`src/rtl/nptr_pkg.sv`:
```
package nptr_pkg;

  typedef enum logic [3:0] {
    K_NONE,
    K_LD,
    K_XCH,
    K_XINC,
    K_XDEC,
    K_STORE,
    K_PLD_S,
    K_PLD_L,
    K_DXCH,
    K_DLD,
    K_BCLR,
    K_BSET,
    K_A2D,
    K_D2A,
    K_XROW
  } kind_e;

  typedef struct packed {
    kind_e      kind;
    logic [1:0] rsel;
    logic [3:0] imm;
    logic [1:0] bsel;
    logic [6:0] dir;
  } dec_t;

endpackage

```
`src/rtl/nptr_decode.sv`:
```
module nptr_decode
  import nptr_pkg::*;
(
  input  logic [7:0] op_code,
  input  logic [7:0] op_arg,
  output dec_t       dec
);

  always_comb begin
    dec      = '0;
    dec.kind = K_NONE;
    dec.rsel = op_code[5:4];
    dec.imm  = op_code[3:0];
    dec.dir  = op_arg[6:0];
    if (op_code == 8'h33) begin
      dec.kind = op_arg[7] ? K_PLD_L : K_NONE;
    end else if (op_code == 8'h23) begin
      dec.kind = op_arg[7] ? K_DXCH : K_DLD;
    end else if (op_code == 8'h12) begin
      dec.kind = K_XROW;
    end else if (op_code[7:6] == 2'b00 && op_code[3]) begin
      dec.kind = K_PLD_S;
    end else if (op_code[7:6] == 2'b00 && op_code[3:2] == 2'b01) begin
      case (op_code[1:0])
        2'b00:   dec.kind = K_XINC;
        2'b01:   dec.kind = K_LD;
        2'b10:   dec.kind = K_XCH;
        default: dec.kind = K_XDEC;
      endcase
    end else if (op_code[7:4] == 4'h7) begin
      dec.kind = K_STORE;
    end else begin
      case (op_code)
        8'h4C: begin dec.kind = K_BCLR; dec.bsel = 2'd0; end
        8'h45: begin dec.kind = K_BCLR; dec.bsel = 2'd1; end
        8'h42: begin dec.kind = K_BCLR; dec.bsel = 2'd2; end
        8'h43: begin dec.kind = K_BCLR; dec.bsel = 2'd3; end
        8'h4D: begin dec.kind = K_BSET; dec.bsel = 2'd0; end
        8'h47: begin dec.kind = K_BSET; dec.bsel = 2'd1; end
        8'h46: begin dec.kind = K_BSET; dec.bsel = 2'd2; end
        8'h4B: begin dec.kind = K_BSET; dec.bsel = 2'd3; end
        8'h50: dec.kind = K_A2D;
        8'h4E: dec.kind = K_D2A;
        default: dec.kind = K_NONE;
      endcase
    end
  end

endmodule

```
`src/rtl/nptr_ram.sv`:
```
module nptr_ram #(
  parameter int unsigned AW = 7,
  parameter int unsigned DW = 4
) (
  input  logic          clk,
  input  logic          we,
  input  logic [AW-1:0] addr,
  input  logic [DW-1:0] wdata,
  output logic [DW-1:0] rdata
);

  localparam int unsigned DEPTH = 1 << AW;

  logic [DW-1:0] mem [DEPTH];

  always_ff @(posedge clk) begin
    if (we) mem[addr] <= wdata;
  end

  assign rdata = mem[addr];

endmodule

```
`src/rtl/nptr_breg.sv`:
```
module nptr_breg
  import nptr_pkg::*;
#(
  parameter int unsigned ROW_W = 3,
  parameter int unsigned NIB_W = 4
) (
  input  logic                     clk,
  input  logic                     rst,
  input  logic                     valid,
  input  kind_e                    kind,
  input  logic [1:0]               rsel,
  input  logic [3:0]               imm,
  input  logic [6:0]               dir,
  input  logic [NIB_W-1:0]         a_in,
  output logic [ROW_W+NIB_W-1:0]   b_q
);

  localparam int unsigned PTR_W = ROW_W + NIB_W;

  logic [ROW_W-1:0] row, row_n;
  logic [NIB_W-1:0] dig, dig_n;
  logic             run_q, is_pld;

  assign row    = b_q[PTR_W-1:NIB_W];
  assign dig    = b_q[NIB_W-1:0];
  assign is_pld = (kind == K_PLD_S) || (kind == K_PLD_L);

  always_comb begin
    row_n = row;
    dig_n = dig;
    case (kind)
      K_LD, K_XCH: row_n = row ^ ROW_W'(rsel);
      K_XINC: begin
        row_n = row ^ ROW_W'(rsel);
        dig_n = dig + NIB_W'(1);
      end
      K_XDEC: begin
        row_n = row ^ ROW_W'(rsel);
        dig_n = dig - NIB_W'(1);
      end
      K_STORE: dig_n = dig + NIB_W'(1);
      K_PLD_S: if (!run_q) begin
        row_n = ROW_W'(rsel);
        dig_n = NIB_W'(imm) + NIB_W'(1);
      end
      K_PLD_L: if (!run_q) begin
        row_n = dir[6:4];
        dig_n = NIB_W'(dir[3:0]);
      end
      K_A2D:  dig_n = a_in;
      K_XROW: row_n = ROW_W'(a_in[1:0]);
      default: ;
    endcase
  end

  always_ff @(posedge clk) begin
    if (rst) begin
      b_q   <= '0;
      run_q <= 1'b0;
    end else if (valid) begin
      b_q   <= {row_n, dig_n};
      run_q <= is_pld;
    end
  end

  a_r8_repeat_load_ignored: assert property (@(posedge clk) disable iff (rst)
    (valid && is_pld && run_q) |=> $stable(b_q));

  a_r8_idle_keeps_run: assert property (@(posedge clk) disable iff (rst)
    (!valid) |=> ($stable(b_q) && $stable(run_q)));

  a_r9_direct_keeps_ptr: assert property (@(posedge clk) disable iff (rst)
    (valid && (kind == K_DXCH || kind == K_DLD)) |=> $stable(b_q));

endmodule

```
`src/rtl/nib_ptr_unit.sv`:
```
module nib_ptr_unit
  import nptr_pkg::*;
#(
  parameter int unsigned ROW_W = 3,
  parameter int unsigned NIB_W = 4
) (
  input  logic                   clk,
  input  logic                   rst,
  input  logic                   op_valid,
  input  logic [7:0]             op_code,
  input  logic [7:0]             op_arg,
  input  logic [NIB_W-1:0]       a_in,
  output logic [NIB_W-1:0]       a_out,
  output logic                   a_load,
  output logic                   skip_req,
  output logic [ROW_W+NIB_W-1:0] b_out
);

  localparam int unsigned PTR_W = ROW_W + NIB_W;

  dec_t             dec;
  logic [PTR_W-1:0] b_q, ram_addr;
  logic [NIB_W-1:0] rdata, wdata, bmask, a_nxt;
  logic             wen, ld_nxt, skp_nxt, direct;

  nptr_decode u_dec (
    .op_code (op_code),
    .op_arg  (op_arg),
    .dec     (dec)
  );

  nptr_breg #(.ROW_W(ROW_W), .NIB_W(NIB_W)) u_breg (
    .clk   (clk),
    .rst   (rst),
    .valid (op_valid),
    .kind  (dec.kind),
    .rsel  (dec.rsel),
    .imm   (dec.imm),
    .dir   (dec.dir),
    .a_in  (a_in),
    .b_q   (b_q)
  );

  assign direct   = (dec.kind == K_DXCH) || (dec.kind == K_DLD);
  assign ram_addr = direct ? PTR_W'(dec.dir) : b_q;
  assign bmask    = NIB_W'(1) << dec.bsel;

  nptr_ram #(.AW(PTR_W), .DW(NIB_W)) u_ram (
    .clk   (clk),
    .we    (wen),
    .addr  (ram_addr),
    .wdata (wdata),
    .rdata (rdata)
  );

  always_comb begin
    wen     = 1'b0;
    wdata   = a_in;
    a_nxt   = rdata;
    ld_nxt  = 1'b0;
    skp_nxt = 1'b0;
    case (dec.kind)
      K_LD, K_DLD: ld_nxt = 1'b1;
      K_XCH, K_DXCH: begin
        wen    = 1'b1;
        ld_nxt = 1'b1;
      end
      K_XINC: begin
        wen     = 1'b1;
        ld_nxt  = 1'b1;
        skp_nxt = (b_q[NIB_W-1:0] == '1);
      end
      K_XDEC: begin
        wen     = 1'b1;
        ld_nxt  = 1'b1;
        skp_nxt = (b_q[NIB_W-1:0] == '0);
      end
      K_STORE: begin
        wen   = 1'b1;
        wdata = NIB_W'(dec.imm);
      end
      K_BCLR: begin
        wen   = 1'b1;
        wdata = rdata & ~bmask;
      end
      K_BSET: begin
        wen   = 1'b1;
        wdata = rdata | bmask;
      end
      K_D2A: begin
        ld_nxt = 1'b1;
        a_nxt  = b_q[NIB_W-1:0];
      end
      K_XROW: begin
        ld_nxt = 1'b1;
        a_nxt  = NIB_W'(b_q[PTR_W-1:NIB_W]);
      end
      default: ;
    endcase
    if (!op_valid) begin
      wen     = 1'b0;
      ld_nxt  = 1'b0;
      skp_nxt = 1'b0;
    end
  end

  always_ff @(posedge clk) begin
    if (rst) begin
      a_out    <= '0;
      a_load   <= 1'b0;
      skip_req <= 1'b0;
    end else begin
      a_load   <= ld_nxt;
      skip_req <= skp_nxt;
      if (ld_nxt) a_out <= a_nxt;
    end
  end

  assign b_out = b_q;

  a_r4_inc_wrap_skip: assert property (@(posedge clk) disable iff (rst)
    (op_valid && dec.kind == K_XINC && b_out[NIB_W-1:0] == '1)
      |=> (skip_req && b_out[NIB_W-1:0] == '0));

  a_r5_dec_wrap_skip: assert property (@(posedge clk) disable iff (rst)
    (op_valid && dec.kind == K_XDEC && b_out[NIB_W-1:0] == '0)
      |=> (skip_req && b_out[NIB_W-1:0] == '1));

  a_r6_store_no_skip: assert property (@(posedge clk) disable iff (rst)
    (op_valid && dec.kind == K_STORE) |=> (!skip_req && !a_load));

  a_r13_idle_quiet: assert property (@(posedge clk) disable iff (rst)
    (!op_valid) |=> (!a_load && !skip_req && $stable(a_out)));

endmodule

```
`config.mk`:
```
export PLATFORM = sky130hd
export DESIGN_NAME = nib_ptr_unit
export DESIGN_NICKNAME = d
export VERILOG_FILES = /design/src/rtl/nptr_pkg.sv /design/src/rtl/nptr_decode.sv /design/src/rtl/nptr_ram.sv /design/src/rtl/nptr_breg.sv /design/src/rtl/nib_ptr_unit.sv
export SDC_FILE = /design/constraint.sdc
export NUM_CORES = 1
export LEC_CHECK = 0
export ABC_AREA = 1
export CAP_MARGIN = 20
export CORE_MARGIN = 5
export CORE_UTILIZATION = 45
export CTS_BUF_LIST = sky130_fd_sc_hd__clkbuf_8
export CTS_CLUSTER_DIAMETER = 150
export CTS_CLUSTER_SIZE = 40
export DETAILED_ROUTE_END_ITERATION = 8
export GPL_TIMING_DRIVEN = 0
export PLACE_DENSITY_LB_ADDON = 0.2
export SYNTH_ARGS = -nofsm -noshare
export SYNTH_HDL_FRONTEND = slang
export SYNTH_SLANG_ARGS = --single-unit
```
`constraint.sdc`:
```
create_clock -name clk -period 6 [get_ports clk]
set_input_delay 0.9 -clock clk [delete_from_list [all_inputs] [get_ports clk]]
set_output_delay 0.9 -clock clk [all_outputs]
set_load 0.1 [all_outputs]
```
==> metrics.csv, run 1 <==
metric,value,unit
clk slew on worst S/H paths,0.21,ns
CP required,6.37,ns
Synth top area share,0.6768,
Ys Warns,0,
area grow syn2layout,7.292,%
area of the multi-input gates,0.006242,mm²
Final Cycle Share,0.8383,
Placement Cell Area,0.02410,mm²
root buffer cell,clkbuf_8,
Worst Setup EP,u_ram.mem[34][0],
clock skew,0.07231,ns
initial core utilization,0.4537,
syn_nets,2096,
Global Route Usage Sum,0.2147,
DR WL met3,4.415,mm
max cap viols,0,
largest net degree at the start of global routing,70,
run status,finished clean,
NumNets Final,2155,
detailed-placement wirelength estimate,42.27,mm
Synth area leader,edfxtp_1,
sequential cell area,0.01566,mm²
worst setup path start,op_code[2],
first-iteration detailed-routing DRC count,1573,
worst reg2reg path depth,18,
die height,234.7,µm
core footprint,0.05007,mm²
fillers,4640,
quantity of I/O buffers inserted on ports,34,
PostCTS Resize Cnt,0,
Max IR drop VDD,0.0001934,V
crit start category,input port,
Fin Setup TNS,0,ns
Fin. Hold Viols,0,
leakage,8.705,nW
RSZ-0062 raised after global routing,no,
vias,15350,
initial antenna violation count,2,
First-pass DRT Iterations,6,
post-synth cell types,42,
post-CTS setup buffer count,0,
hold buffers post-CTS,0,
routed wl met2,29.21,mm
Total Die Area,0.05507,mm²
# IOs,36,
H-tree Lvls,1,
Num CTS Buffers,17,
fin crit period,5.030,ns
Metal-1 WL,25.94,mm
WL final,61.12,mm
Crit. End Element,flip-flop,
global-route wire length before repair,91.11,mm
r2r startpoint,u_breg.b_q[2],
FMAX,198.8,MHz
row count,82,
Slew @ Worst Pin,0.9898,ns
# setup viols final,0,
clock sinks,526,
post-layout utilization of the core,0.4868,
Antenna Nets Post-Route,0,
detailed-route wire length per cell,21.81,µm
kind of critical path,input port to flip-flop,
Area contributors post-synth,"edfxtp_1 68%, nand2_1 12%, nand3_1 6.1%, nor2_1 3.3%, dfxtp_1 1.2%",
overall power,6.068,mW
R2R Setup Slk,1.56,ns
Clock Path Buffers,3,
Worst Hold Class,flip-flop to flip-flop,
clock latency on the worst-skew pair,0.67,ns
CTS tree,yes,
Crit Path Max Fanout,69,
worst reg2reg endpoint,u_ram.mem[34][0],
Mapped Cells,2070,
fin area,0.02437,mm²
Final Wtd Congestion,0.9070,
DR top layer,met5,
Slew HR,0.3381,
sequential area share after synthesis,0.6891,
power per cell area,249.0,mW/mm²
vias in the first global route,14780,
die width,234.7,µm
DRC viols,0,
CP Data Arrival Time,5.40,ns
vias per cell,5.476,
"Slew Viols, Final",0,
synthesized flop and latch total,526,
share of layout cells above drive strength 1,0.08220,
synthesized area,0.02272,mm²
syn avg cell area,10.97,µm²
"Remaining Overflow, GRT",0,
==> cells in the final DEF (no fill, tap or decap), types with 8 or more instances in the layout <==
cell and count:
o21ai_0 25, inv_1 49, edfxtp_1 512, nor2_1 202
clkbuf_8 17, o21ai_1 31, buf_4 32, buf_2 55
nand4_1 38, nand2_1 725, nand3_1 275, dfxtp_1 14
inv_2 8, buf_6 10, a21oi_1 15, nand4_4 10
clkdlybuf4s50_1 34
==> kinds of logic after synthesis <==
family	share of synthesized area
xor gates and xnor gates	0.001157
and+or+nand+nor	0.2487
AOI/OAI and AO/OA	0.02109
buffers and inverters	0.03828
DFF	0.6891
adders and majority gates	0.001653
==> layout make-up <==
class | instances | share of cell area
diodes | 1 | 0.0001027
plain buffers | 103 | 0.02690
clock buffers | 17 | 0.009600
clock inverters | 2 | 0.001591
inverters | 57 | 0.008778
multi-input cells | 1384 | 0.2561
flip-flops and latches | 526 | 0.6423
well taps | 672 | 0.03450
repair buffers | 40 | 0.02012
==> worst min path at each step <==
| stage | slack (ns) | from | end | cells after the start |
|---|---|---|---|---|
| 4_1_cts | 0.55 | u_breg.b_q[6] | u_breg.b_q[6] | 2 |
| 2_1_floorplan | 0.55 | u_breg.run_q | u_breg.run_q | 4 |
| 3_3_place_gp | 0.53 | u_breg.b_q[6] | u_breg.b_q[6] | 2 |
| 5_1_grt | 0.59 | u_breg.b_q[6] | u_breg.b_q[6] | 2 |
| 6_report | 0.55 | u_breg.b_q[6] | u_breg.b_q[6] | 2 |
| 3_5_place_dp | 0.52 | u_breg.b_q[6] | u_breg.b_q[6] | 2 |
==> cell usage after synthesis (all sizes together) <==
cell,n
a211oi,2
a21oi,15
a221oi,5
a22oi,4
a311oi,1
a31oi,1
buf,97
clkbuf,6
dfxtp,14
edfxtp,512
ha,3
inv,57
nand2,733
nand3,282
nand3b,2
nand4,48
nor2,214
nor3,9
nor4,1
o211ai,2
o21ai,56
or2,3
xnor2,1
xor2,2
==> where the power goes <==
part / leakage (nW) / internal (mW) / switching (mW)
clock network: 0.138 / 0.275 / 1.02
logic: 3.85 / 0.176 / 0.522
registers: 4.72 / 4.07 / 0.00734
==> metal layers <==
metal  vias up  track usage
li1       7215            -
met1      7529       0.2924
met2       510       0.3611
met3        89      0.04280
met4         2      0.04796
met5         -            0
==> metrics by stage <==
| step | setup WS [ns] | hold slack [ns] | cells |
|---|---|---|---|
| after floorplan | 0.9779 | 0.5457 | 2070 |
| after global placement | -4.112 | 0.5254 | 2776 |
| after detailed placement | 0.3144 | 0.5180 | 2782 |
| after CTS | 1.001 | 0.5472 | 2801 |
| after global routing | 0.6942 | 0.5921 | 2801 |
| final | 0.9701 | 0.5500 | 2802 |
==> worst max-delay path, cell delays in order <==
cell and delay, ns:
clkdlybuf4s50_1 0.55, inv_2 0.18, nand2_4 0.11, nor2_8 0.17, nand2_4 0.10, nand2_1 0.09, nand2_1 0.10, nor2_2 0.37
buf_4 0.29, buf_2 0.27, nand3_1 0.13, nand4_1 0.16, nand2_1 0.07, nand2_1 0.16, nor2_1 0.06, nor2_1 0.10
nor2_1 0.11, nand2_1 0.11, nand2_1 0.05, nand2_1 0.11, nand3_4 0.62, buf_16 0.51
==> flip-flops by register name, indices dropped and copies added (netlist names) <==
name and count:
a_load 1, a_out 4, skip_req 1, u_breg.b_q 7, u_breg.run_q 1, u_ram.mem 512
(Power assumes the default switching activity.)
==> inputs of run 2 (changes only) <==
Clock period 6 ns to 4.15 ns, I/O delays scaled along.
==> metrics.csv, run 2 (synthesis gave the netlist of run 1 again) <==
metric,value,unit,change
run status,finished clean,,
largest register by flop count,u_ram.mem,,
DRC viols,0,,unchanged
Max IR drop VDD,0.0002475,V,+28%
Slew @ Worst Pin,0.9835,ns,-0.006257 ns
first-iteration detailed-routing DRC count,1645,,+4.6%
min-delay src,op_code[5],,
clock latency on the worst-skew pair,0.68,ns,about the same
detailed-placement wirelength estimate,42.16,mm,-0.28%
crit-path most repeated cell,nand2_1,,
"Slew Viols, Final",0,,unchanged
clock network power share,0.211,,-0.002
# setup viols final,0,,unchanged
die width,234.7,µm,unchanged
clock skew,0.07310,ns,+0.0007922 ns
Min Hold Slack,0.4858,ns,-0.06415 ns
largest net degree at the start of global routing,69,,-1.4%
power per cell area,357.8,mW/mm²,+44%
Num CTS Buffers,17,,unchanged
kind of critical path,input port to flip-flop,,
First-pass DRT Iterations,6,,unchanged
worst setup path start,op_code[4],,
crit-path cells,clkdlybuf4s50_1 -> inv_2 -> nand2_1 -> nor2_4 -> nand3b_1 -> nand2_4 -> buf_4 -> buf_2 -> nand2_1 -> nand3_1 -> nand4_1 -> nand2_1 -> nand2_1 -> nor2_1 -> nor2_1 -> nor2_1 -> nand2_1 -> nand2_1 -> nand2_2 -> nand3_4 -> buf_4,,
global-route wire length before repair,93.42,mm,+2.5%
row count,82,,unchanged
H-tree Lvls,1,,unchanged
GRT Max-Usage Layer,met2,,
WL final,64.20,mm,+5.0%
quantity of I/O buffers inserted on ports,34,,unchanged
Worst Hold Path EP,u_breg.b_q[5],,
Total Die Area,0.05507,mm²,unchanged
register share of total power,0.665,,-0.007
max cap viols,0,,unchanged
Antenna Nets Post-Route,0,,unchanged
vias,15670,,+2.1%
RSZ-0062 raised after global routing,no,,
Fin. Hold Viols,0,,unchanged
initial antenna violation count,0,,-2
vias in the first global route,14900,,+0.83%
fillers,4573,,-1.4%
Crit Path Max Fanout,15,,-78%
CTS tree,yes,,
share of layout cells above drive strength 1,0.09828,,+0.01608
vias per cell,5.557,,+1.5%
NumNets Final,2173,,+0.84%
switching fraction of total power,0.2576,,+0.002601
area grow syn2layout,9.088,%,
worst reg2reg endpoint,u_ram.mem[29][2],,
worst hold path stage count,4,,+2
fin crit period,4.065,ns,
detailed-route wire length per cell,22.76,µm,+4.4%
switching power,2.284,mW,+48%
met1 Track Usage GR,0.3112,,+0.01877
GR Layer Usage met3,0.03049,,-0.01231
Top Registers,"u_ram.mem (512), u_breg.b_q (7), a_out (4)",,
# IOs,36,,unchanged
clk slew on worst S/H paths,0.18,ns,-0.03 ns
crit start category,input port,,
met2 usage,0.3653,,+0.004216
Worst Hold Class,input port to flip-flop,,
"Max stage delay cell, worst path",clkdlybuf4s50_1,,
"slowest stage delay, CP",0.53,ns,-0.09 ns
leakage,8.918,nW,+2.4%
"commonest non-fill, non-tap cell in the layout",nand2_1,,
clock sinks,526,,unchanged
Slew HR,0.3423,,+0.004184
Final Wtd Congestion,0.8984,,-0.95%
CP required,4.59,ns,-1.78 ns
core footprint,0.05007,mm²,unchanged
internal power,6.582,mW,+46%
max reg flops,512,,unchanged
"commonest cells after routing, fill and taps aside","720 x nand2_1, 512 x edfxtp_1, 275 x nand3_1",,
FMAX,246.0,MHz,
"Remaining Overflow, GRT",0,,unchanged
worst reg2reg path depth,18,,unchanged
r2r startpoint,u_breg.b_q[2],,
die height,234.7,µm,unchanged
Comb power frac,0.124,,+0.009
Clock Path Buffers,3,,unchanged
CP Data Arrival Time,4.50,ns,-0.90 ns
Placed Cells,2782,,unchanged
Final Cycle Share,0.9795,,
initial core utilization,0.4537,,unchanged
Crit. End Element,flip-flop,,
Global Route Usage Sum,0.2211,,+0.006438
root buffer cell,clkbuf_8,,
R2R Setup Slk,0.36,ns,-1.20 ns
overall power,8.866,mW,+46%
Finished Layout Cells,2820,,+0.64%
## run 2: cell type report
class                   instances  area (µm²)  share of cell area
flip-flops and latches        526       15660              0.6317
multi-input cells            1390        6386              0.2577
well taps                     672       840.8             0.03393
repair buffers                 52       728.2             0.02938
plain buffers                 103       684.4             0.02762
clock buffers                  17       234.0            0.009442
inverters                      57       214.0            0.008634
clock inverters                 2       36.28            0.001464
diodes                          1       2.502           0.0001010
## run 2: repair_timing
action,CTS,global route
hold buffers,0,0
setup endpoints to repair,370,430
cloned,6,6
pin swaps,3,4
resized for setup,12,32
setup buffers,3,3
## run 2: per-layer routing
layer,vias to the layer above,share of wire
met5,-,0
met4,0,0.031
met3,109,0.068
met2,597,0.48
met1,7673,0.43
li1,7293,-
## run 2: worst max-delay path: cells and delay by family
kind,cells,cell delay [ns]
buffers and inverters,5,1.50
and+or+nand+nor,16,2.34
## run 2: worst max path at each step
stage                         to  slack [ns]  depth (start not counted)
3_5_place_dp    u_ram.mem[39][2]       -1.26                         21
4_1_cts        u_ram.mem[110][2]       0.001                         22
3_3_place_gp    u_ram.mem[39][3]       -3.26                         20
5_1_grt         u_ram.mem[28][3]        0.02                         21
6_report        u_ram.mem[29][2]        0.09                         21
2_1_floorplan    u_ram.mem[0][3]        0.13                         17
## run 2: stage by stage
stage | cell area (µm²) | setup TNS, ns | setup slack, ns | util
4_1_cts | 24540 | 0 | 0.001098 | 0.4901
2_1_floorplan | 22740 | 0 | 0.1279 | -
3_5_place_dp | 24110 | -469.00 | -1.264 | 0.4816
3_3_place_gp | 23920 | -1649.28 | -3.262 | 0.4777
6_report | 24780 | 0 | 0.08520 | 0.4950
5_1_grt | 24780 | 0 | 0.01536 | 0.4949
## run 2: power groups by stage
stage	Combinational, mW	Clock, mW	Sequential, mW
2_1_floorplan	0.550	0	6.05
3_3_place_gp	0.965	0	6.05
3_5_place_dp	1.01	0	6.01
4_1_cts	1.04	1.90	5.89
5_1_grt	1.18	2.09	5.89
6_report	1.10	1.87	5.89
==> inputs of run 3 (changes only) <==
Clock period 4.15 ns to 3.8 ns, I/O delays scaled along.
==> metrics.csv, run 3 (synthesis gave the netlist of run 1 again) <==
metric,value,unit,change
run status,finished clean,,
largest net degree at the start of global routing,41,,-41%
Antenna Nets Post-Route,0,,unchanged
post-layout utilization of the core,0.5016,,+0.006622
core footprint,0.05007,mm²,unchanged
Total Die Area,0.05507,mm²,unchanged
FMAX,266.2,MHz,
clock latency on the worst-skew pair,0.67,ns,about the same
Ant. Diodes,0,,-1
"Slew Viols, Final",0,,unchanged
root buffer cell,clkbuf_8,,
H-tree Lvls,1,,unchanged
vias,16000,,+2.1%
global-route wire length before repair,96.61,mm,+3.4%
Fin. Hold Viols,0,,unchanged
detailed-route wire length per cell,23.21,µm,+1.9%
leakage,9.069,nW,+1.7%
power per cell area,388.0,mW/mm²,+8.4%
First-pass DRT Iterations,6,,unchanged
Finished Layout Cells,2837,,+0.60%
Max IR drop VDD,0.0002548,V,+3.0%
CP Data Arrival Time,4.17,ns,-0.33 ns
CTS tree,yes,,
max cap viols,0,,unchanged
crit start category,input port,,
"Remaining Overflow, GRT",0,,unchanged
Min Hold Slack,0.4273,ns,-0.05855 ns
row count,82,,unchanged
WL final,65.83,mm,+2.6%
die width,234.7,µm,unchanged
quantity of I/O buffers inserted on ports,34,,unchanged
Final Cycle Share,0.9886,,
fillers,4489,,-1.8%
share of layout cells above drive strength 1,0.1090,,+0.01073
hold buffers post-CTS,0,,unchanged
# IOs,36,,unchanged
Placed Cells,2781,,-0.036%
initial antenna violation count,1,,+1
kind of critical path,input port to flip-flop,,
"commonest non-fill, non-tap cell in the layout",nand2_1,,
Global Route Usage Sum,0.2298,,+0.008632
NumNets Final,2191,,+0.83%
max reg flops,512,,unchanged
Top Registers,"u_ram.mem (512), u_breg.b_q (7), a_out (4)",,
die height,234.7,µm,unchanged
Final Wtd Congestion,0.9260,,+3.1%
CP required,4.21,ns,-0.38 ns
largest register by flop count,u_ram.mem,,
Worst Hold Class,input port to flip-flop,,
area grow syn2layout,10.55,%,
Crit Path Max Fanout,33,,+18
Slew HR,0.3446,,+0.002342
Slew @ Worst Pin,0.9800,ns,-0.003501 ns
DRC viols,0,,unchanged
fin crit period,3.757,ns,
Crit. End Element,flip-flop,,
Fin Setup TNS,0,ns,unchanged
clock sinks,526,,unchanged
Clock Path Buffers,3,,unchanged
"commonest cells after routing, fill and taps aside","716 x nand2_1, 512 x edfxtp_1, 275 x nand3_1",,
first-iteration detailed-routing DRC count,1966,,+20%
clock skew,0.09437,ns,+0.02127 ns
# setup viols final,0,,unchanged
clk slew on worst S/H paths,0.21,ns,+0.03 ns
vias per cell,5.638,,+1.5%
Num CTS Buffers,17,,unchanged
vias in the first global route,15340,,+2.9%
overall power,9.743,mW,+9.9%
detailed-placement wirelength estimate,42.28,mm,+0.29%
initial core utilization,0.4537,,unchanged
run 3: cell types whose count changed in the layout (fill, tap and decap cells not counted), moves of 4 or more:
cell / change
buf_4: +15
buf_2: -12
nand3_4: +6
buf_12: +4
buf_6: +4
clkbuf_4: +4
nand2_1: -4
run 3: path summary, 6_finish.rpt:
kind                      start               end  slack [ns]  cells past startpoint
setup / recovery     op_code[3]  u_ram.mem[16][2]        0.04                     24
hold / removal       op_code[4]     u_breg.b_q[4]        0.43                      3
setup reg to reg  u_breg.b_q[2]  u_ram.mem[16][2]        0.16                     20
hold reg to reg   u_breg.b_q[6]     u_breg.b_q[6]        0.55                      2
run 3: per-layer routing:
| metal | vias to the layer above | routed length [µm] | global-route usage |
|---|---|---|---|
| met2 | 701 | 31320 | 0.3797 |
| met3 | 107 | 5376 | 0.02732 |
| met5 | - | 0 | 0 |
| li1 | 7335 | - | - |
| met4 | 0 | 2011 | 0.06689 |
| met1 | 7853 | 27130 | 0.3243 |
run 3: layout make-up:
class | instances | area, µm² | share of cell area
inverter | 57 | 214.0 | 0.008520
multi-input combinational | 1393 | 6507 | 0.2591
clock inverter | 2 | 38.79 | 0.001545
buffer | 103 | 729.5 | 0.02905
sequential | 526 | 15660 | 0.6234
tap | 672 | 840.8 | 0.03348
timing repair buffer | 67 | 893.4 | 0.03557
clock buffer | 17 | 234.0 | 0.009317
run 3: report_power, final:
group,switching (mW),total (mW),internal (mW)
registers,0.0112,6.43,6.42
clock network,1.59,2.03,0.433
logic,0.915,1.28,0.367
total,2.52,9.74,7.22
run 3: worst max-delay path, stage by stage:
cell and delay [ns]:
clkdlybuf4s50_1 0.49, inv_2 0.14, nand2_4 0.10, nor2_8 0.17, nand2_4 0.09, nand2_1 0.09, nand2_1 0.14, nor2_4 0.22
buf_6 0.22, buf_4 0.19, nand3_1 0.11, nand4_1 0.16, nand2_1 0.08, nand2_1 0.14, nor2_1 0.07, nor2_1 0.12
nor2_2 0.04, buf_4 0.15, nand2_1 0.10, nand2_1 0.10, nand2_4 0.10, nand3_4 0.14, buf_12 0.22, buf_16 0.18
run 3: repair_timing:
action	4_1_cts	5_1_grt
setup endpoints to repair	503	441
hold endpoints to repair	0	0
pin swaps	10	7
resized for setup	58	22
buffers inserted	7	14
gates cloned	14	2
run 3: per-stage QoR:
step	setup slack [ns]	area (µm²)
6_report	0.04328	25110
3_5_place_dp	-1.740	24090
2_1_floorplan	0.2980	22770
5_1_grt	-0.02107	25110
3_3_place_gp	-2.216	23950
4_1_cts	0.003013	24880
